==> src/rtl/tm_pkg.sv <==
package tm_pkg;
   // operation encodings stored in each rule
   typedef enum logic [2:0] {
      OP_WRITE       = 3'd0,
      OP_RIGHT       = 3'd1,
      OP_LEFT        = 3'd2,
      OP_HALT        = 3'd3,
      OP_WRITE_RIGHT = 3'd4
   } tm_op_e;

   localparam int OP_W = 3;
endpackage

==> src/rtl/tm_rule_table.sv <==
module tm_rule_table
   import tm_pkg::*;
#(
   parameter int STATE_W = 3,
   parameter int SYM_W   = 2
) (
   input  logic               clk,
   input  logic               rst_n,
   input  logic               busy_i,
   input  logic               we_i,
   input  logic [STATE_W-1:0] wr_state_i,
   input  logic [SYM_W-1:0]   wr_sym_i,
   input  logic               wr_valid_i,
   input  logic [OP_W-1:0]    wr_op_i,
   input  logic [SYM_W-1:0]   wr_wsym_i,
   input  logic [STATE_W-1:0] wr_next_i,
   input  logic [STATE_W-1:0] rd_state_i,
   input  logic [SYM_W-1:0]   rd_sym_i,
   output logic               rd_valid_o,
   output logic [OP_W-1:0]    rd_op_o,
   output logic [SYM_W-1:0]   rd_wsym_o,
   output logic [STATE_W-1:0] rd_next_o
);
   localparam int IDX_W   = STATE_W + SYM_W;
   localparam int ENTRIES = 1 << IDX_W;
   localparam int ENTRY_W = 1 + OP_W + SYM_W + STATE_W;

   if (IDX_W > 10) begin : g_too_big
      $error("rule table index too wide");
   end

   logic [ENTRIES-1:0][ENTRY_W-1:0] table_q;
   logic [IDX_W-1:0]                wr_idx;
   logic [IDX_W-1:0]                rd_idx;
   logic                            accept;
   logic [ENTRY_W-1:0]              rd_entry;

   assign wr_idx = {wr_state_i, wr_sym_i};
   assign rd_idx = {rd_state_i, rd_sym_i};
   assign accept = we_i && !busy_i;

   always_ff @(posedge clk or negedge rst_n) begin
      if (!rst_n) begin
         table_q <= '0;
      end else if (accept) begin
         table_q[wr_idx] <= {wr_valid_i, wr_op_i, wr_wsym_i, wr_next_i};
      end
   end

   assign rd_entry = table_q[rd_idx];
   assign {rd_valid_o, rd_op_o, rd_wsym_o, rd_next_o} = rd_entry;


   table_frozen_chk: assert property (@(posedge clk) disable iff (!rst_n)
      $past(busy_i) |-> $stable(table_q));
endmodule

==> src/rtl/tm_tape.sv <==
module tm_tape #(
   parameter int SYM_W          = 2,
   parameter int TAPE_LEN       = 64,
   parameter bit CLEAR_ON_START = 1'b1,
   localparam int HEAD_W        = $clog2(TAPE_LEN)
) (
   input  logic              clk,
   input  logic              rst_n,
   input  logic              clr_i,
   input  logic              we_i,
   input  logic [HEAD_W-1:0] head_i,
   input  logic [SYM_W-1:0]  wsym_i,
   output logic [SYM_W-1:0]  head_sym_o,
   input  logic [HEAD_W-1:0] peek_addr_i,
   output logic [SYM_W-1:0]  peek_sym_o
);
   if ((1 << HEAD_W) != TAPE_LEN) begin : g_len_chk
      $error("tape length must be a power of two");
   end

   logic [SYM_W-1:0]    cells [TAPE_LEN];
   logic [TAPE_LEN-1:0] we_hit;
   logic                clr_hit;

   if (CLEAR_ON_START) begin : g_clear
      assign clr_hit = clr_i;
   end else begin : g_keep
      assign clr_hit = 1'b0;
   end

   for (genvar i = 0; i < TAPE_LEN; i++) begin : g_dec
      assign we_hit[i] = we_i && (head_i == HEAD_W'(i));
   end

   always_ff @(posedge clk or negedge rst_n) begin
      if (!rst_n) begin
         for (int i = 0; i < TAPE_LEN; i++) cells[i] <= '0;
      end else begin
         for (int i = 0; i < TAPE_LEN; i++) begin
            if (clr_hit)        cells[i] <= '0;
            else if (we_hit[i]) cells[i] <= wsym_i;
         end
      end
   end

   assign head_sym_o = cells[head_i];
   assign peek_sym_o = cells[peek_addr_i];


   tape_clear_chk: assert property (@(posedge clk) disable iff (!rst_n)
      (clr_i && CLEAR_ON_START) |=> (head_sym_o == '0));
endmodule

==> src/rtl/tm_control.sv <==
module tm_control
   import tm_pkg::*;
#(
   parameter int STATE_W  = 3,
   parameter int SYM_W    = 2,
   parameter int TAPE_LEN = 64,
   parameter int STEP_W   = 16,
   localparam int HEAD_W  = $clog2(TAPE_LEN)
) (
   input  logic               clk,
   input  logic               rst_n,
   input  logic               start_i,
   input  logic [STEP_W-1:0]  limit_i,
   input  logic               rule_valid_i,
   input  logic [OP_W-1:0]    rule_op_i,
   input  logic [SYM_W-1:0]   rule_wsym_i,
   input  logic [STATE_W-1:0] rule_next_i,
   output logic [STATE_W-1:0] state_o,
   output logic [HEAD_W-1:0]  head_o,
   output logic               tape_we_o,
   output logic [SYM_W-1:0]   tape_wsym_o,
   output logic               tape_clr_o,
   output logic               busy_o,
   output logic               halted_o,
   output logic               err_o,
   output logic               timeout_o,
   output logic [STEP_W-1:0]  steps_o
);
   localparam logic [HEAD_W-1:0] LAST_CELL = HEAD_W'(TAPE_LEN - 1);

   logic [STATE_W-1:0] state_q, state_d;
   logic [HEAD_W-1:0]  head_q, head_d;
   logic [STEP_W-1:0]  steps_q, steps_d;
   logic               busy_q, busy_d;
   logic               halt_q, halt_d;
   logic               err_q, err_d;
   logic               to_q, to_d;
   logic               at_left, at_right;

   assign at_left  = (head_q == '0);
   assign at_right = (head_q == LAST_CELL);

   always_comb begin
      state_d     = state_q;
      head_d      = head_q;
      steps_d     = steps_q;
      busy_d      = busy_q;
      halt_d      = halt_q;
      err_d       = err_q;
      to_d        = to_q;
      tape_we_o   = 1'b0;
      tape_clr_o  = 1'b0;
      tape_wsym_o = rule_wsym_i;
      if (start_i) begin
         state_d    = '0;
         head_d     = '0;
         steps_d    = '0;
         busy_d     = 1'b1;
         halt_d     = 1'b0;
         err_d      = 1'b0;
         to_d       = 1'b0;
         tape_clr_o = 1'b1;
      end else if (busy_q) begin
         if (steps_q >= limit_i) begin
            to_d   = 1'b1;
            busy_d = 1'b0;
         end else if (!rule_valid_i) begin
            err_d  = 1'b1;
            busy_d = 1'b0;
         end else begin
            case (rule_op_i)
               OP_WRITE: begin
                  tape_we_o = 1'b1;
                  state_d   = rule_next_i;
                  steps_d   = steps_q + STEP_W'(1);
               end
               OP_RIGHT, OP_WRITE_RIGHT: begin
                  if (at_right) begin
                     err_d  = 1'b1;
                     busy_d = 1'b0;
                  end else begin
                     tape_we_o = (rule_op_i == OP_WRITE_RIGHT);
                     head_d    = head_q + HEAD_W'(1);
                     state_d   = rule_next_i;
                     steps_d   = steps_q + STEP_W'(1);
                  end
               end
               OP_LEFT: begin
                  if (at_left) begin
                     err_d  = 1'b1;
                     busy_d = 1'b0;
                  end else begin
                     head_d  = head_q - HEAD_W'(1);
                     state_d = rule_next_i;
                     steps_d = steps_q + STEP_W'(1);
                  end
               end
               OP_HALT: begin
                  halt_d  = 1'b1;
                  busy_d  = 1'b0;
                  steps_d = steps_q + STEP_W'(1);
               end
               default: begin
                  err_d  = 1'b1;
                  busy_d = 1'b0;
               end
            endcase
         end
      end
   end

   always_ff @(posedge clk or negedge rst_n) begin
      if (!rst_n) begin
         state_q <= '0;
         head_q  <= '0;
         steps_q <= '0;
         busy_q  <= 1'b0;
         halt_q  <= 1'b0;
         err_q   <= 1'b0;
         to_q    <= 1'b0;
      end else begin
         state_q <= state_d;
         head_q  <= head_d;
         steps_q <= steps_d;
         busy_q  <= busy_d;
         halt_q  <= halt_d;
         err_q   <= err_d;
         to_q    <= to_d;
      end
   end

   assign state_o   = state_q;
   assign head_o    = head_q;
   assign busy_o    = busy_q;
   assign halted_o  = halt_q;
   assign err_o     = err_q;
   assign timeout_o = to_q;
   assign steps_o   = steps_q;


   start_clears_chk: assert property (@(posedge clk) disable iff (!rst_n)
      start_i |=> (busy_o && steps_o == '0 && head_o == '0 && state_o == '0
                   && !halted_o && !err_o && !timeout_o));

   halt_idle_chk: assert property (@(posedge clk) disable iff (!rst_n)
      halted_o |-> !busy_o);

   end_cause_chk: assert property (@(posedge clk) disable iff (!rst_n)
      $onehot0({halted_o, err_o, timeout_o}));

   step_inc_chk: assert property (@(posedge clk) disable iff (!rst_n)
      (busy_o && !start_i) |=> (steps_o == $past(steps_o) || steps_o == $past(steps_o) + STEP_W'(1)));

   limit_bound_chk: assert property (@(posedge clk) disable iff (!rst_n)
      busy_o |-> (steps_o <= limit_i));

   edge_fault_chk: assert property (@(posedge clk) disable iff (!rst_n)
      (busy_o && !start_i && at_left && rule_valid_i && rule_op_i == OP_LEFT
       && steps_o < limit_i) |=> (err_o && $stable(head_o)));
endmodule

==> src/rtl/tm_engine.sv <==
module tm_engine
   import tm_pkg::*;
#(
   parameter int STATE_W        = 3,
   parameter int SYM_W          = 2,
   parameter int TAPE_LEN       = 64,
   parameter int STEP_W         = 16,
   parameter bit CLEAR_ON_START = 1'b1,
   localparam int HEAD_W        = $clog2(TAPE_LEN)
) (
   input  logic               clk,
   input  logic               rst_n,
   input  logic               start_i,
   input  logic [STEP_W-1:0]  limit_i,
   input  logic               rule_we_i,
   input  logic [STATE_W-1:0] rule_state_i,
   input  logic [SYM_W-1:0]   rule_sym_i,
   input  logic               rule_valid_i,
   input  logic [2:0]         rule_op_i,
   input  logic [SYM_W-1:0]   rule_wsym_i,
   input  logic [STATE_W-1:0] rule_next_i,
   input  logic [HEAD_W-1:0]  peek_addr_i,
   output logic [SYM_W-1:0]   peek_sym_o,
   output logic               busy_o,
   output logic               halted_o,
   output logic               err_o,
   output logic               timeout_o,
   output logic [STEP_W-1:0]  steps_o
);
   if (SYM_W < 2)    begin : g_sym_chk   $error("alphabet needs at least two bits"); end
   if (STATE_W < 1)  begin : g_state_chk $error("need at least one state bit"); end
   if (TAPE_LEN < 2) begin : g_tape_chk  $error("tape too short"); end
   if (STEP_W < 1)   begin : g_step_chk  $error("step counter width"); end

   logic [STATE_W-1:0] cur_state;
   logic [HEAD_W-1:0]  head;
   logic [SYM_W-1:0]   head_sym;
   logic               r_valid;
   logic [OP_W-1:0]    r_op;
   logic [SYM_W-1:0]   r_wsym;
   logic [STATE_W-1:0] r_next;
   logic               t_we, t_clr;
   logic [SYM_W-1:0]   t_wsym;

   tm_rule_table #(.STATE_W(STATE_W), .SYM_W(SYM_W)) i_rules (
      .clk        (clk),
      .rst_n      (rst_n),
      .busy_i     (busy_o),
      .we_i       (rule_we_i),
      .wr_state_i (rule_state_i),
      .wr_sym_i   (rule_sym_i),
      .wr_valid_i (rule_valid_i),
      .wr_op_i    (rule_op_i),
      .wr_wsym_i  (rule_wsym_i),
      .wr_next_i  (rule_next_i),
      .rd_state_i (cur_state),
      .rd_sym_i   (head_sym),
      .rd_valid_o (r_valid),
      .rd_op_o    (r_op),
      .rd_wsym_o  (r_wsym),
      .rd_next_o  (r_next)
   );

   tm_tape #(.SYM_W(SYM_W), .TAPE_LEN(TAPE_LEN), .CLEAR_ON_START(CLEAR_ON_START)) i_tape (
      .clk         (clk),
      .rst_n       (rst_n),
      .clr_i       (t_clr),
      .we_i        (t_we),
      .head_i      (head),
      .wsym_i      (t_wsym),
      .head_sym_o  (head_sym),
      .peek_addr_i (peek_addr_i),
      .peek_sym_o  (peek_sym_o)
   );

   tm_control #(.STATE_W(STATE_W), .SYM_W(SYM_W), .TAPE_LEN(TAPE_LEN), .STEP_W(STEP_W)) i_ctrl (
      .clk          (clk),
      .rst_n        (rst_n),
      .start_i      (start_i),
      .limit_i      (limit_i),
      .rule_valid_i (r_valid),
      .rule_op_i    (r_op),
      .rule_wsym_i  (r_wsym),
      .rule_next_i  (r_next),
      .state_o      (cur_state),
      .head_o       (head),
      .tape_we_o    (t_we),
      .tape_wsym_o  (t_wsym),
      .tape_clr_o   (t_clr),
      .busy_o       (busy_o),
      .halted_o     (halted_o),
      .err_o        (err_o),
      .timeout_o    (timeout_o),
      .steps_o      (steps_o)
   );


   invalid_fault_chk: assert property (@(posedge clk) disable iff (!rst_n)
      (busy_o && !start_i && !r_valid && steps_o < limit_i) |=> (err_o && !busy_o && $stable(steps_o)));
endmodule

==> config.mk <==
export PLATFORM = sky130hd
export DESIGN_NAME = tm_engine
export DESIGN_NICKNAME = d
export VERILOG_FILES = /design/src/rtl/tm_pkg.sv /design/src/rtl/tm_rule_table.sv /design/src/rtl/tm_tape.sv /design/src/rtl/tm_control.sv /design/src/rtl/tm_engine.sv
export SDC_FILE = /design/constraint.sdc
export NUM_CORES = 1
export LEC_CHECK = 0
export BUFFER_PORTS_ARGS = -buffer_cell sky130_fd_sc_hd__buf_2
export CAP_MARGIN = 20
export CORE_ASPECT_RATIO = 1.5
export CORE_UTILIZATION = 35
export DETAILED_ROUTE_END_ITERATION = 16
export PLACE_DENSITY = 0.46
export REMOVE_ABC_BUFFERS = 1
export SYNTH_ARGS = -nofsm -noshare
export SYNTH_HDL_FRONTEND = slang
export SYNTH_HIERARCHICAL = 1
export SYNTH_SLANG_ARGS = --single-unit
==> constraint.sdc <==
create_clock -name clk -period 7.62 [get_ports clk]
set_clock_uncertainty 0.1 [all_clocks]
set_input_delay 0.381 -clock clk [delete_from_list [all_inputs] [get_ports clk]]
set_output_delay 0.381 -clock clk [all_outputs]
set_load 0.05 [all_outputs]
==> flow_results.xml, run 1 <==
<?xml version="1.0" encoding="UTF-8"?>
<metrics>
  <group name="worst_setup_path">
    <metric name="r2r_cells" unit="">19</metric>
    <metric name="crit_fanout" unit="">26</metric>
    <metric name="critPathCaptureType" unit="">register</metric>
    <metric name="r2r_end" unit="">i_tape/cells[25]</metric>
    <metric name="crit_path_start_kind" unit="">register</metric>
    <metric name="arrival" unit="ns">6.92</metric>
    <metric name="setup.worst_path.class" unit="">reg2reg</metric>
    <metric name="critical_path.reg2reg.startpoint" unit="">i_ctrl/head_o[0]</metric>
    <metric name="rrSetupSlack" unit="ns">1.04</metric>
    <metric name="cp.required" unit="ns">7.95</metric>
  </group>
  <group name="logic_synthesis">
    <metric name="synth_top_cell_area_share" unit="%">47.9</metric>
    <metric name="synth_seq_cells" unit="">445</metric>
    <metric name="syn_area_per_cell" unit="sq um">12.7</metric>
    <metric name="yosysWarningCount" unit="">6</metric>
    <metric name="asyncSetResetFlopFracSynth" unit="%">100</metric>
    <metric name="synth_sequential_area_ratio" unit="%">47.9</metric>
    <metric name="synth_area_leaders" unit="">sky130_fd_sc_hd__dfrtp_1 (48%), sky130_fd_sc_hd__mux2_2 (15%), sky130_fd_sc_hd__mux4_2 (14%), sky130_fd_sc_hd__mux2i_1 (2.8%), sky130_fd_sc_hd__nand2_1 (2.4%)</metric>
    <metric name="synth-main-ff-cell" unit="">sky130_fd_sc_hd__dfrtp_1</metric>
    <metric name="synthesis.instances" unit="">1824</metric>
    <metric name="synth_area" unit="sq um">23200</metric>
    <metric name="library_cell_with_the_largest_summed_area_after_synthesis" unit="">sky130_fd_sc_hd__dfrtp_1</metric>
    <metric name="number_of_synthesized_flops_with_an_enable_pin" unit="">0</metric>
    <metric name="synth_cell_type_count" unit="">74</metric>
  </group>
  <group name="floorplanning">
    <metric name="starting_density_of_the_core" unit="%">35.4</metric>
    <metric name="floorplan_die_height" unit="um">318</metric>
    <metric name="dieArea" unit="sq um">67500</metric>
    <metric name="coreArea" unit="sq um">65600</metric>
    <metric name="dieWidth" unit="um">212</metric>
    <metric name="pin_count" unit="">62</metric>
    <metric name="floorplan.rows" unit="">115</metric>
  </group>
  <group name="global_route">
    <metric name="grt_pass1_vias" unit="">15800</metric>
    <metric name="grt.overflow.total" unit="">0</metric>
    <metric name="grt_first_pass_wirelength" unit="um">99800</metric>
    <metric name="grt_max_degree" unit="">119</metric>
    <metric name="antenna_violations_before_repair" unit="">0</metric>
    <metric name="gr-usage-all-layers" unit="%">19.4</metric>
  </group>
  <group name="min_path">
    <metric name="hold_path_class" unit="">in2async</metric>
  </group>
  <group name="pwr">
    <metric name="leakage" unit="nW">11.5</metric>
    <metric name="share_comb_of_total_power" unit="%">12.1</metric>
    <metric name="internal-power" unit="mW">4.22</metric>
    <metric name="p_sw" unit="mW">1.45</metric>
    <metric name="netSwitchingFraction" unit="%">25.5</metric>
    <metric name="clock_share_of_power" unit="%">40.5</metric>
    <metric name="pwr_cell_area" unit="nW/um^2">218</metric>
    <metric name="worst_ir_drop_vdd" unit="mV">0.149</metric>
    <metric name="p_seq_share" unit="%">47.4</metric>
  </group>
  <group name="clock_tree">
    <metric name="clock_path_buffers" unit="">3</metric>
    <metric name="clkSlewWorstSetupHoldPaths" unit="ns">0.06</metric>
    <metric name="cts_repair_resize_count" unit="">0</metric>
    <metric name="worst_skew_pair_later_pin_latency" unit="ns">0.60</metric>
    <metric name="tritoncts_num_sinks" unit="">445</metric>
    <metric name="cts.hold.buffers_added" unit="">2</metric>
    <metric name="cts_buffers" unit="">47</metric>
    <metric name="cts-htree-levels" unit="">2</metric>
    <metric name="tritoncts" unit="">done</metric>
    <metric name="clockRootBuffer" unit="">sky130_fd_sc_hd__clkbuf_16</metric>
    <metric name="post_cts.repair.setup_buffers" unit="">0</metric>
  </group>
  <group name="place">
    <metric name="place_ws" unit="ns">0.959</metric>
    <metric name="finalWeightedCongestion" unit="">0.797</metric>
    <metric name="detailed_place_hpwl" unit="um">42500</metric>
    <metric name="port_buffers" unit="">61</metric>
  </group>
  <group name="timing">
    <metric name="setup_viol" unit="">0</metric>
    <metric name="slew_violations" unit="">0</metric>
    <metric name="postLayoutSetupSlackWorst" unit="ns">1.04</metric>
    <metric name="final_period_utilization" unit="%">86.4</metric>
    <metric name="slew-limit-headroom" unit="%">28.5</metric>
    <metric name="layout_min_cycle_time" unit="ns">6.58</metric>
    <metric name="final-hold-violation-count" unit="">0</metric>
    <metric name="rsz_0062_raised_after_global_routing" unit="">false</metric>
    <metric name="slew_at_the_pin_closest_to_its_max_slew_limit" unit="ns">1.07</metric>
    <metric name="fmaxAchievable" unit="MHz">152</metric>
    <metric name="whs" unit="ns">0.247</metric>
    <metric name="setup_tns" unit="ns">0</metric>
  </group>
  <group name="route">
    <metric name="route.vias.total" unit="">15100</metric>
    <metric name="viasPerCell" unit="">5.50</metric>
    <metric name="drtAntennaViolNets" unit="">0</metric>
    <metric name="routedWlPerCell" unit="um">23.2</metric>
    <metric name="finalWirelength" unit="um">63700</metric>
    <metric name="number_of_remaining_drc_errors" unit="">0</metric>
    <metric name="drt_first_iter_violations" unit="">989</metric>
    <metric name="dr.pass1.iters" unit="">5</metric>
  </group>
  <group name="status">
    <metric name="run_status" unit="">complete, no violations</metric>
  </group>
  <group name="cells_and_area">
    <metric name="area_delta_synth_final" unit="%">11.8</metric>
    <metric name="drive_above_1_share" unit="%">35.8</metric>
    <metric name="finalNetCount" unit="">1899</metric>
    <metric name="final.fill_count" unit="">6336</metric>
    <metric name="n_antenna_cell" unit="">0</metric>
  </group>
  <group name="run">
    <metric name="drv.max_cap_violation_count" unit="">0</metric>
  </group>
</metrics>
worst max-delay path: stages (launching register included):
cell and delay, ns:
sky130_fd_sc_hd__dfrtp_2 0.67, sky130_fd_sc_hd__buf_12 0.29, sky130_fd_sc_hd__mux4_2 0.52, sky130_fd_sc_hd__a22oi_1 0.32, sky130_fd_sc_hd__nand2_1 0.10, sky130_fd_sc_hd__a211oi_1 0.39
sky130_fd_sc_hd__a21oi_4 0.15, sky130_fd_sc_hd__buf_12 0.21, sky130_fd_sc_hd__buf_4 0.29, sky130_fd_sc_hd__mux4_2 0.48, sky130_fd_sc_hd__mux4_2 0.50, sky130_fd_sc_hd__mux2_2 0.35
sky130_fd_sc_hd__nor2_1 0.20, sky130_fd_sc_hd__nand4b_1 0.13, sky130_fd_sc_hd__nor4_1 0.23, sky130_fd_sc_hd__buf_4 0.20, sky130_fd_sc_hd__and3_1 0.75, sky130_fd_sc_hd__nand2_1 0.23
sky130_fd_sc_hd__mux2i_1 0.21, sky130_fd_sc_hd__nor2_1 0.06
cell families after synthesis:
logic type	count (synthesis)	synth area share [%]
XOR/XNOR	4	0.151
flip-flops	445	47.9
AO/OA/AOI/OAI	207	5.31
buffers and inverters	167	3.22
adder cells (fa/ha/maj)	23	1.26
multiplexers	528	32.6
AND/OR/NAND/NOR	450	9.52
per-stage QoR:
step / std cells / power [mW] / area (sq um) / utilization, %
final: 2746 / 5.66 / 26000 / 39.6
after global placement: 2659 / 3.40 / 24400 / 37.2
after global routing: 2746 / 5.92 / 26000 / 39.6
after CTS: 2745 / 5.76 / 26000 / 39.6
after detailed placement: 2662 / 3.42 / 24400 / 37.2
after floorplan: 1680 / 3.12 / 22600 / -
cell usage in the layout (no fill, tap or decap), types with 43 or more instances in the layout:
cell and instances:
sky130_fd_sc_hd__nand2_1 148, sky130_fd_sc_hd__mux2i_1 64, sky130_fd_sc_hd__nand3_1 43, sky130_fd_sc_hd__a21oi_1 92, sky130_fd_sc_hd__dfrtp_1 442, sky130_fd_sc_hd__mux2_2 309, sky130_fd_sc_hd__mux4_2 146, sky130_fd_sc_hd__clkbuf_16 47
sky130_fd_sc_hd__o21ai_0 49, sky130_fd_sc_hd__buf_2 59, sky130_fd_sc_hd__nor2_1 122
power by group through the flow:
stage	clock, mW	combinational (mW)	sequential (mW)
final	2.29	0.686	2.68
after floorplan	0	0.429	2.69
after CTS	2.38	0.698	2.68
after detailed placement	0	0.695	2.73
after global placement	0	0.679	2.72
after global routing	2.46	0.747	2.71
per-layer routing:
layer  part of all wire, %  track usage, %  up-vias
met5                     0               0        -
met4                   3.1            6.33        0
met3                   2.8            2.48       93
met2                    53            34.1      237
met1                    41            24.6     8015
li1                      -               -     6747
synth_stat cells (5+ instances only):
cell type and n:
sky130_fd_sc_hd__dfrtp_1 445, sky130_fd_sc_hd__inv_1 23, sky130_fd_sc_hd__ha_1 21, sky130_fd_sc_hd__buf_6 7, sky130_fd_sc_hd__nor3b_1 5, sky130_fd_sc_hd__mux4_1 5, sky130_fd_sc_hd__nand2b_1 15, sky130_fd_sc_hd__buf_2 16
sky130_fd_sc_hd__o31ai_1 5, sky130_fd_sc_hd__mux2i_1 64, sky130_fd_sc_hd__nand4_1 13, sky130_fd_sc_hd__a211oi_1 5, sky130_fd_sc_hd__clkbuf_1 104, sky130_fd_sc_hd__mux2_2 311, sky130_fd_sc_hd__a21oi_1 94, sky130_fd_sc_hd__or2_2 6
sky130_fd_sc_hd__mux4_2 146, sky130_fd_sc_hd__nand3_1 43, sky130_fd_sc_hd__buf_4 13, sky130_fd_sc_hd__nor2b_1 21, sky130_fd_sc_hd__a22oi_1 22, sky130_fd_sc_hd__nor3_1 17, sky130_fd_sc_hd__nand2_1 148, sky130_fd_sc_hd__a21o_1 5
sky130_fd_sc_hd__o21ai_0 49, sky130_fd_sc_hd__nor3_2 5, sky130_fd_sc_hd__and3_1 5, sky130_fd_sc_hd__nor2_1 122, sky130_fd_sc_hd__nand3b_1 6, sky130_fd_sc_hd__nand2_2 5
layout make-up:
class	instances	area, sq um	share of cell area [%]
clock inverter	11	148	0.568
timing repair buffer	108	741	2.85
sequential	445	11100	42.9
tap	877	1100	4.22
multi-input combinational	1212	11400	43.9
inverter	23	86.3	0.332
clock buffer	70	1370	5.28
worst max path at each step:
stage	cells after the start	start	to	slack (ns)
after detailed placement	19	i_ctrl/head_o[0]	i_tape/cells[14]	0.96
after floorplan	15	i_ctrl/head_o[0]	i_tape/cells[102]	-4.75
after CTS	19	i_ctrl/head_o[0]	i_tape/cells[25]	0.94
after global placement	19	i_ctrl/head_o[1]	i_ctrl/head_o[5]	0.65
final	19	i_ctrl/head_o[0]	i_tape/cells[25]	1.04
after global routing	19	i_ctrl/head_o[0]	i_tape/cells[22]	0.60
registers in the layout, summed over array words and instances, names as in the netlist:
signal and count:
i_ctrl/busy_o 1, i_ctrl/err_o 1, i_ctrl/halted_o 1, i_ctrl/head_o 6
i_ctrl/state_o 3, i_ctrl/steps_o 16, i_ctrl/timeout_o 1, i_rules/table_q 288
i_tape/cells 128
No activity file was read; power rests on OpenSTA's default activity.
==> inputs of run 2 (changes only) <==
--- a/config.mk
+++ b/config.mk
@@ -7,10 +7,13 @@
 export LEC_CHECK = 0
 export BUFFER_PORTS_ARGS = -buffer_cell sky130_fd_sc_hd__buf_2
 export CAP_MARGIN = 20
+export CELL_PAD_IN_SITES_DETAIL_PLACEMENT = 1
+export CELL_PAD_IN_SITES_GLOBAL_PLACEMENT = 1
 export CORE_ASPECT_RATIO = 1.5
 export CORE_UTILIZATION = 35
 export DETAILED_ROUTE_END_ITERATION = 16
-export PLACE_DENSITY = 0.46
+export GPL_ROUTABILITY_DRIVEN = 0
+export PLACE_DENSITY = 0.54
 export REMOVE_ABC_BUFFERS = 1
 export SYNTH_ARGS = -nofsm -noshare
 export SYNTH_HDL_FRONTEND = slang
==> run 2 against run 1 <==
Worst setup slack lost 0.12 ns. Cell area about the same. Highest routed layer unchanged. Die area is the same. First-iteration DRC count shrank 37%. Critical path type unchanged. Via count rose by 0.81%. Sequential share of layout area barely moved. Count of clock-buffer cells in the layout shrank 6. Non-clock buffer count decreased by 11.
==> flow_results.xml, run 2 (synthesized netlist as in run 1, its figures left out) <==
<?xml version="1.0" encoding="UTF-8"?>
<metrics>
  <group name="status">
    <metric name="run_status" unit="">complete, no violations</metric>
  </group>
  <group name="timing">
    <metric name="final_period_utilization" unit="%">87.9</metric>
    <metric name="whs" unit="ns">0.0677</metric>
    <metric name="slew-limit-headroom" unit="%">23.1</metric>
    <metric name="rsz_0062_raised_after_global_routing" unit="">false</metric>
    <metric name="setup_tns" unit="ns">0</metric>
    <metric name="slew_at_the_pin_closest_to_its_max_slew_limit" unit="ns">1.15</metric>
    <metric name="fmaxAchievable" unit="MHz">149</metric>
    <metric name="postLayoutSetupSlackWorst" unit="ns">0.921</metric>
    <metric name="slew_violations" unit="">0</metric>
    <metric name="setup_viol" unit="">0</metric>
    <metric name="layout_min_cycle_time" unit="ns">6.70</metric>
    <metric name="final-hold-violation-count" unit="">0</metric>
  </group>
  <group name="pwr">
    <metric name="netSwitchingFraction" unit="%">25.7</metric>
    <metric name="clock_share_of_power" unit="%">41.9</metric>
    <metric name="p_sw" unit="mW">1.49</metric>
    <metric name="internal-power" unit="mW">4.32</metric>
    <metric name="p_seq_share" unit="%">46.3</metric>
    <metric name="post_layout_power" unit="mW">5.81</metric>
    <metric name="leakage" unit="nW">11.5</metric>
    <metric name="share_comb_of_total_power" unit="%">11.9</metric>
    <metric name="worst_ir_drop_vdd" unit="mV">0.141</metric>
    <metric name="pwr_cell_area" unit="nW/um^2">224</metric>
  </group>
  <group name="clock_tree">
    <metric name="tritoncts_num_sinks" unit="">445</metric>
    <metric name="clockRootBuffer" unit="">sky130_fd_sc_hd__clkbuf_16</metric>
    <metric name="cts-htree-levels" unit="">2</metric>
    <metric name="cts_buffers" unit="">49</metric>
    <metric name="worst_skew_pair_later_pin_latency" unit="ns">0.61</metric>
    <metric name="clkSlewWorstSetupHoldPaths" unit="ns">0.07</metric>
    <metric name="post_cts.repair.setup_buffers" unit="">0</metric>
    <metric name="clock_path_buffers" unit="">3</metric>
    <metric name="tritoncts" unit="">done</metric>
  </group>
  <group name="cells_and_area">
    <metric name="area_delta_synth_final" unit="%">11.8</metric>
    <metric name="largest_register_ff_count" unit="">288</metric>
    <metric name="final.fill_count" unit="">6890</metric>
    <metric name="finish.instance_area" unit="sq um">26000</metric>
    <metric name="layout.cells.most_common" unit="">sky130_fd_sc_hd__dfrtp_1</metric>
    <metric name="layoutNonFillerInstCount" unit="">2741</metric>
    <metric name="registers.top_by_ff_count" unit="">i_rules/table_q</metric>
    <metric name="top_regs" unit="">i_rules/table_q x288, i_tape/cells x128, i_ctrl/steps_o x16</metric>
    <metric name="post-route-util" unit="%">39.6</metric>
    <metric name="mostFrequentLayoutCells" unit="">sky130_fd_sc_hd__dfrtp_1 (442), sky130_fd_sc_hd__mux2_2 (309), sky130_fd_sc_hd__nand2_1 (148), sky130_fd_sc_hd__mux4_2 (146), sky130_fd_sc_hd__nor2_1 (122)</metric>
    <metric name="drive_above_1_share" unit="%">35.9</metric>
    <metric name="finalNetCount" unit="">1890</metric>
  </group>
  <group name="worst_setup_path">
    <metric name="critical_path.n_buffers_inverters" unit="">3</metric>
    <metric name="r2r_cells" unit="">20</metric>
    <metric name="worst_path_most_repeated_cell" unit="">sky130_fd_sc_hd__mux4_2</metric>
    <metric name="timing.critical_path.slowest_cell_delay" unit="ns">0.91</metric>
    <metric name="setup.worst_path.class" unit="">reg2reg</metric>
    <metric name="crit_path_start_kind" unit="">register</metric>
    <metric name="r2r_end" unit="">i_ctrl/head_o[5]</metric>
    <metric name="critPathCaptureType" unit="">register</metric>
    <metric name="critical_path.top_delay_family" unit="">multiplexers</metric>
    <metric name="cp.required" unit="ns">8.02</metric>
    <metric name="arrival" unit="ns">7.10</metric>
    <metric name="worstPathCellList" unit="">buf_4 &gt; mux4_2 &gt; a22oi_1 &gt; a21oi_1 &gt; a211oi_1 &gt; a21oi_4 &gt; buf_12 &gt; mux4_2 &gt; mux4_2 &gt; mux2_2 &gt; nand2b_1 &gt; or2_2 &gt; inv_1 &gt; ha_1 &gt; a211oi_1 &gt; o21bai_1 &gt; a21oi_1 &gt; xnor2_1 &gt; nor4_1 &gt; mux2_2</metric>
    <metric name="critical_path.reg2reg.startpoint" unit="">i_ctrl/head_o[0]</metric>
    <metric name="rrSetupSlack" unit="ns">0.92</metric>
    <metric name="critical_path.slowest_cell" unit="">sky130_fd_sc_hd__dfrtp_2</metric>
    <metric name="crit_fanout" unit="">36</metric>
  </group>
  <group name="floorplanning">
    <metric name="starting_density_of_the_core" unit="%">35.4</metric>
    <metric name="floorplan.rows" unit="">115</metric>
    <metric name="coreArea" unit="sq um">65600</metric>
    <metric name="dieArea" unit="sq um">67500</metric>
    <metric name="pin_count" unit="">62</metric>
    <metric name="dieWidth" unit="um">212</metric>
    <metric name="floorplan_die_height" unit="um">318</metric>
  </group>
  <group name="run">
    <metric name="drv.max_cap_violation_count" unit="">0</metric>
  </group>
  <group name="global_route">
    <metric name="grt.met1_usage" unit="%">25.3</metric>
    <metric name="grt_first_pass_wirelength" unit="um">107000</metric>
    <metric name="top_usage_layer" unit="">met2</metric>
    <metric name="gr-usage-all-layers" unit="%">20.8</metric>
    <metric name="grt_max_degree" unit="">175</metric>
    <metric name="groute.layer.met2.usage" unit="%">38.0</metric>
    <metric name="globalRouteMet3Util" unit="%">2.38</metric>
    <metric name="grt_pass1_vias" unit="">17000</metric>
    <metric name="grt.overflow.total" unit="">0</metric>
    <metric name="antenna_violations_before_repair" unit="">0</metric>
  </group>
  <group name="min_path">
    <metric name="holdPathStages" unit="">2</metric>
    <metric name="hold_path_class" unit="">in2reg</metric>
    <metric name="hold_start" unit="">start_i</metric>
    <metric name="timing.hold.worst_endpoint" unit="">i_tape/cells[79]</metric>
  </group>
  <group name="route">
    <metric name="dr.pass1.iters" unit="">5</metric>
    <metric name="finalWirelength" unit="um">67300</metric>
    <metric name="route.vias.total" unit="">15200</metric>
    <metric name="viasPerCell" unit="">5.55</metric>
    <metric name="drt_first_iter_violations" unit="">628</metric>
    <metric name="drtAntennaViolNets" unit="">0</metric>
    <metric name="routedWlPerCell" unit="um">24.6</metric>
    <metric name="number_of_remaining_drc_errors" unit="">0</metric>
  </group>
  <group name="place">
    <metric name="place_ws" unit="ns">0.757</metric>
    <metric name="dp.cells" unit="">2649</metric>
    <metric name="detailed_place_hpwl" unit="um">45600</metric>
    <metric name="port_buffers" unit="">61</metric>
    <metric name="placement.cell_area" unit="sq um">24300</metric>
  </group>
</metrics>
[run 2: cell count changes in the layout (fill, tap and decap cells not counted), moves of 2 or more]
cell | before | now
sky130_fd_sc_hd__buf_4 | 40 | 30
sky130_fd_sc_hd__clkinv_2 | 5 | 12
sky130_fd_sc_hd__clkbuf_16 | 47 | 49
sky130_fd_sc_hd__bufinv_16 | 2 | 5
sky130_fd_sc_hd__clkbuf_8 | 11 | 7
sky130_fd_sc_hd__clkbuf_1 | 12 | 8
[run 2: layout make-up]
cell class	count	area (sq um)	area share (%)
multi-input combinational	1212	11400	43.9
sequential	445	11100	42.9
clock buffer	64	1350	5.20
tap	877	1100	4.22
timing repair buffer	97	627	2.41
clock inverter	22	280	1.08
inverter	23	86.3	0.332
antenna	1	2.50	0.00963
[run 2: power groups by stage]
stage / clock [mW] / sequential [mW] / combinational (mW)
CTS: 2.52 / 2.69 / 0.708
global placement: 0 / 2.72 / 0.681
global route: 2.60 / 2.72 / 0.752
finish: 2.44 / 2.69 / 0.689
detailed placement: 0 / 2.73 / 0.706
floorplan: 0 / 2.69 / 0.429
[run 2: worst max-delay path by stage]
stage,from,endpoint,cells after the start
after floorplan,i_ctrl/head_o[0],i_tape/cells[102],15
after global placement,i_ctrl/head_o[0],i_ctrl/head_o[5],20
after detailed placement,i_ctrl/head_o[0],i_ctrl/head_o[5],20
after CTS,i_ctrl/head_o[0],i_ctrl/head_o[5],20
after global routing,i_ctrl/head_o[0],i_ctrl/head_o[5],20
final,i_ctrl/head_o[0],i_ctrl/head_o[5],20
[run 2: worst reg2reg max path, delay by kind of cell (launching register included)]
| family | cells | cell delay [ns] |
|---|---|---|
| AO/OA/AOI/OAI | 7 | 1.52 |
| XOR/XNOR | 1 | 0.08 |
| adder cells (fa/ha/maj) | 1 | 0.28 |
| buffers and inverters | 3 | 0.89 |
| flip-flops | 1 | 0.91 |
| multiplexers | 5 | 2.01 |
| AND/OR/NAND/NOR | 3 | 0.79 |
[run 2: routing by layer]
metal / part of all wire [%] / vias to the layer above / routed length [um]
met5: 0 / - / 0
met4: 2.5 / 0 / 1670
met3: 2.2 / 86 / 1460
met2: 54 / 170 / 36700
met1: 41 / 8238 / 27500
li1: - / 6720 / -
[run 2: what timing repair did]
| item | CTS | global route |
|---|---|---|
| hold buffers | 1 | 0 |
| gates resized for setup | 0 | 0 |
| endpoints found under the hold margin | 74 | 0 |
==> inputs of run 3 (changes only) <==
--- a/config.mk
+++ b/config.mk
@@ -10,6 +10,7 @@
 export CELL_PAD_IN_SITES_DETAIL_PLACEMENT = 1
 export CELL_PAD_IN_SITES_GLOBAL_PLACEMENT = 1
 export CORE_ASPECT_RATIO = 1.5
+export CORE_MARGIN = 1.5
 export CORE_UTILIZATION = 35
 export DETAILED_ROUTE_END_ITERATION = 16
 export GPL_ROUTABILITY_DRIVEN = 0
==> run 3 against run 2 <==
Fmax fell by 1.7%. Clock power about the same. Via count down 0.54%. Highest routed layer is now met5. Critical path type unchanged.
==> flow_results.xml, run 3 (synthesized netlist as in run 1, its figures left out) <==
<?xml version="1.0" encoding="UTF-8"?>
<metrics>
  <group name="route">
    <metric name="route.vias.total" unit="">15100</metric>
    <metric name="routedWlPerCell" unit="um">24.9</metric>
    <metric name="number_of_remaining_drc_errors" unit="">0</metric>
    <metric name="drtAntennaViolNets" unit="">0</metric>
    <metric name="viasPerCell" unit="">5.49</metric>
    <metric name="dr.pass1.iters" unit="">7</metric>
    <metric name="finalWirelength" unit="um">68700</metric>
    <metric name="drt_first_iter_violations" unit="">697</metric>
  </group>
  <group name="worst_setup_path">
    <metric name="cp.required" unit="ns">8.00</metric>
    <metric name="critical_path.reg2reg.startpoint" unit="">i_ctrl/head_o[1]</metric>
    <metric name="critical_path.n_buffers_inverters" unit="">2</metric>
    <metric name="r2r_end" unit="">i_ctrl/head_o[5]</metric>
    <metric name="arrival" unit="ns">7.19</metric>
    <metric name="rrSetupSlack" unit="ns">0.80</metric>
    <metric name="critPathCaptureType" unit="">register</metric>
    <metric name="crit_path_start_kind" unit="">register</metric>
    <metric name="timing.critical_path.slowest_cell_delay" unit="ns">0.99</metric>
    <metric name="crit_fanout" unit="">39</metric>
    <metric name="worst_setup_path_startpoint" unit="">i_ctrl/head_o[1]</metric>
    <metric name="worstPathCellList" unit="">mux4_2 &gt; a22oi_1 &gt; a21oi_1 &gt; a21oi_1 &gt; a21oi_4 &gt; buf_4 &gt; mux4_2 &gt; mux4_2 &gt; mux2_2 &gt; or2_2 &gt; inv_1 &gt; ha_1 &gt; a211oi_1 &gt; o21bai_1 &gt; a21oi_1 &gt; xnor2_1 &gt; nor4_1 &gt; mux2_2</metric>
    <metric name="setup.worst_path.class" unit="">reg2reg</metric>
    <metric name="r2r_cells" unit="">18</metric>
    <metric name="critical_path.top_delay_family" unit="">multiplexers</metric>
    <metric name="critical_path.slowest_cell" unit="">sky130_fd_sc_hd__dfrtp_2</metric>
  </group>
  <group name="timing">
    <metric name="final-hold-violation-count" unit="">0</metric>
    <metric name="final_period_utilization" unit="%">89.5</metric>
    <metric name="setup_viol" unit="">0</metric>
    <metric name="slew-limit-headroom" unit="%">24.4</metric>
    <metric name="slew_at_the_pin_closest_to_its_max_slew_limit" unit="ns">1.12</metric>
    <metric name="layout_min_cycle_time" unit="ns">6.82</metric>
    <metric name="fmaxAchievable" unit="MHz">147</metric>
    <metric name="rsz_0062_raised_after_global_routing" unit="">false</metric>
    <metric name="setup_tns" unit="ns">0</metric>
    <metric name="slew_violations" unit="">0</metric>
  </group>
  <group name="cells_and_area">
    <metric name="layout.cells.most_common" unit="">sky130_fd_sc_hd__dfrtp_1</metric>
    <metric name="final.fill_count" unit="">6908</metric>
    <metric name="n_antenna_cell" unit="">0</metric>
    <metric name="area_delta_synth_final" unit="%">12.2</metric>
    <metric name="top_regs" unit="">i_rules/table_q x288, i_tape/cells x128, i_ctrl/steps_o x16</metric>
    <metric name="finalNetCount" unit="">1902</metric>
    <metric name="mostFrequentLayoutCells" unit="">sky130_fd_sc_hd__dfrtp_1 (442), sky130_fd_sc_hd__mux2_2 (309), sky130_fd_sc_hd__nand2_1 (148), sky130_fd_sc_hd__mux4_2 (146), sky130_fd_sc_hd__nor2_1 (122)</metric>
    <metric name="drive_above_1_share" unit="%">35.9</metric>
    <metric name="largest_register_ff_count" unit="">288</metric>
    <metric name="registers.top_by_ff_count" unit="">i_rules/table_q</metric>
  </group>
  <group name="clock_tree">
    <metric name="tritoncts_num_sinks" unit="">445</metric>
    <metric name="post_cts.repair.setup_buffers" unit="">0</metric>
    <metric name="tritoncts" unit="">done</metric>
    <metric name="clkSlewWorstSetupHoldPaths" unit="ns">0.06</metric>
    <metric name="clock_path_buffers" unit="">3</metric>
    <metric name="cts_buffers" unit="">49</metric>
    <metric name="cts-htree-levels" unit="">2</metric>
    <metric name="worst_skew_pair_later_pin_latency" unit="ns">0.60</metric>
    <metric name="clockRootBuffer" unit="">sky130_fd_sc_hd__clkbuf_16</metric>
  </group>
  <group name="floorplanning">
    <metric name="floorplan_die_height" unit="um">319</metric>
    <metric name="pin_count" unit="">62</metric>
    <metric name="floorplan.rows" unit="">115</metric>
    <metric name="dieArea" unit="sq um">68000</metric>
    <metric name="coreArea" unit="sq um">65600</metric>
    <metric name="dieWidth" unit="um">213</metric>
    <metric name="starting_density_of_the_core" unit="%">35.4</metric>
  </group>
  <group name="pwr">
    <metric name="leakage" unit="nW">11.6</metric>
    <metric name="share_comb_of_total_power" unit="%">11.7</metric>
    <metric name="p_seq_share" unit="%">46.3</metric>
    <metric name="worst_ir_drop_vdd" unit="mV">0.154</metric>
    <metric name="p_sw" unit="mW">1.46</metric>
    <metric name="internal-power" unit="mW">4.34</metric>
    <metric name="post_layout_power" unit="mW">5.80</metric>
    <metric name="netSwitchingFraction" unit="%">25.2</metric>
    <metric name="pwr_cell_area" unit="nW/um^2">223</metric>
    <metric name="clock_share_of_power" unit="%">41.9</metric>
  </group>
  <group name="min_path">
    <metric name="hold_start" unit="">start_i</metric>
    <metric name="holdPathStages" unit="">2</metric>
    <metric name="hold_path_class" unit="">in2reg</metric>
    <metric name="timing.hold.worst_endpoint" unit="">i_tape/cells[15]</metric>
  </group>
  <group name="global_route">
    <metric name="grt_first_pass_wirelength" unit="um">106000</metric>
    <metric name="grt_max_degree" unit="">84</metric>
    <metric name="antenna_violations_before_repair" unit="">2</metric>
    <metric name="grt.overflow.total" unit="">0</metric>
    <metric name="grt_pass1_vias" unit="">16600</metric>
    <metric name="gr-usage-all-layers" unit="%">20.7</metric>
  </group>
  <group name="place">
    <metric name="detailed_place_hpwl" unit="um">45800</metric>
    <metric name="port_buffers" unit="">61</metric>
  </group>
  <group name="status">
    <metric name="run_status" unit="">complete, no violations</metric>
  </group>
  <group name="run">
    <metric name="drv.max_cap_violation_count" unit="">0</metric>
  </group>
</metrics>
==> run 3: cell count changes in the layout (fill, tap and decap cells not counted), moves of 4 or more <==
cell                       previous run  this run
sky130_fd_sc_hd__clkbuf_1             8        18
sky130_fd_sc_hd__clkbuf_8             7        11
sky130_fd_sc_hd__clkinv_2            12         5
sky130_fd_sc_hd__buf_4               30        43
==> run 3: worst max-delay path by stage <==
stage                        endpoint  slack [ns]  cells after the start
floorplan           i_tape/cells[102]       -4.75                     15
global placement     i_ctrl/head_o[5]        0.89                     19
detailed placement   i_ctrl/head_o[5]        0.72                     19
CTS                  i_ctrl/head_o[5]        0.70                     19
global route         i_ctrl/head_o[5]        0.37                     19
finish               i_ctrl/head_o[5]        0.80                     18
==> run 3: metrics by stage <==
step | util (%) | worst slack, ns | hold slack [ns] | instances | area (sq um)
floorplan | - | -4.75 | -0.0146 | 1680 | 22600
global placement | 37.2 | 0.888 | 0.300 | 2663 | 24400
detailed placement | 37.2 | 0.719 | 0.304 | 2663 | 24400
CTS | 39.7 | 0.695 | 0.0637 | 2753 | 26100
global route | 39.8 | 0.366 | 0.0948 | 2755 | 26100
finish | 39.8 | 0.803 | 0.0903 | 2755 | 26100
==> run 3: timing repair <==
item	4_1_cts	5_1_grt
resized for setup	0	0
hold buffers	1	0
hold endpoints to repair	63	0
==> run 3: routing by layer <==
metal | up-vias | track usage, % | wire length (um)
met5 | - | 0 | 17
met1 | 8077 | 24.5 | 27800
met4 | 2 | 7.09 | 2300
met3 | 114 | 2.49 | 1590
li1 | 6743 | - | -
met2 | 196 | 38.2 | 37000
==> run 3: power by group through the flow <==
stage	clock (mW)	combinational [mW]	sequential, mW
after floorplan	0	0.429	2.69
after global placement	0	0.674	2.72
after detailed placement	0	0.695	2.73
after CTS	2.52	0.697	2.69
after global routing	2.61	0.741	2.71
final	2.43	0.682	2.69
==> run 3: cell type report <==
cell class / instances / area, sq um / area share, %
Clock buffer: 78 / 1450 / 5.54
Sequential cell: 445 / 11100 / 42.7
Timing Repair Buffer: 109 / 727 / 2.79
Inverter: 23 / 86.3 / 0.331
Multi-Input combinational cell: 1212 / 11400 / 43.7
Tap cell: 877 / 1100 / 4.21
Clock inverter: 11 / 185 / 0.710
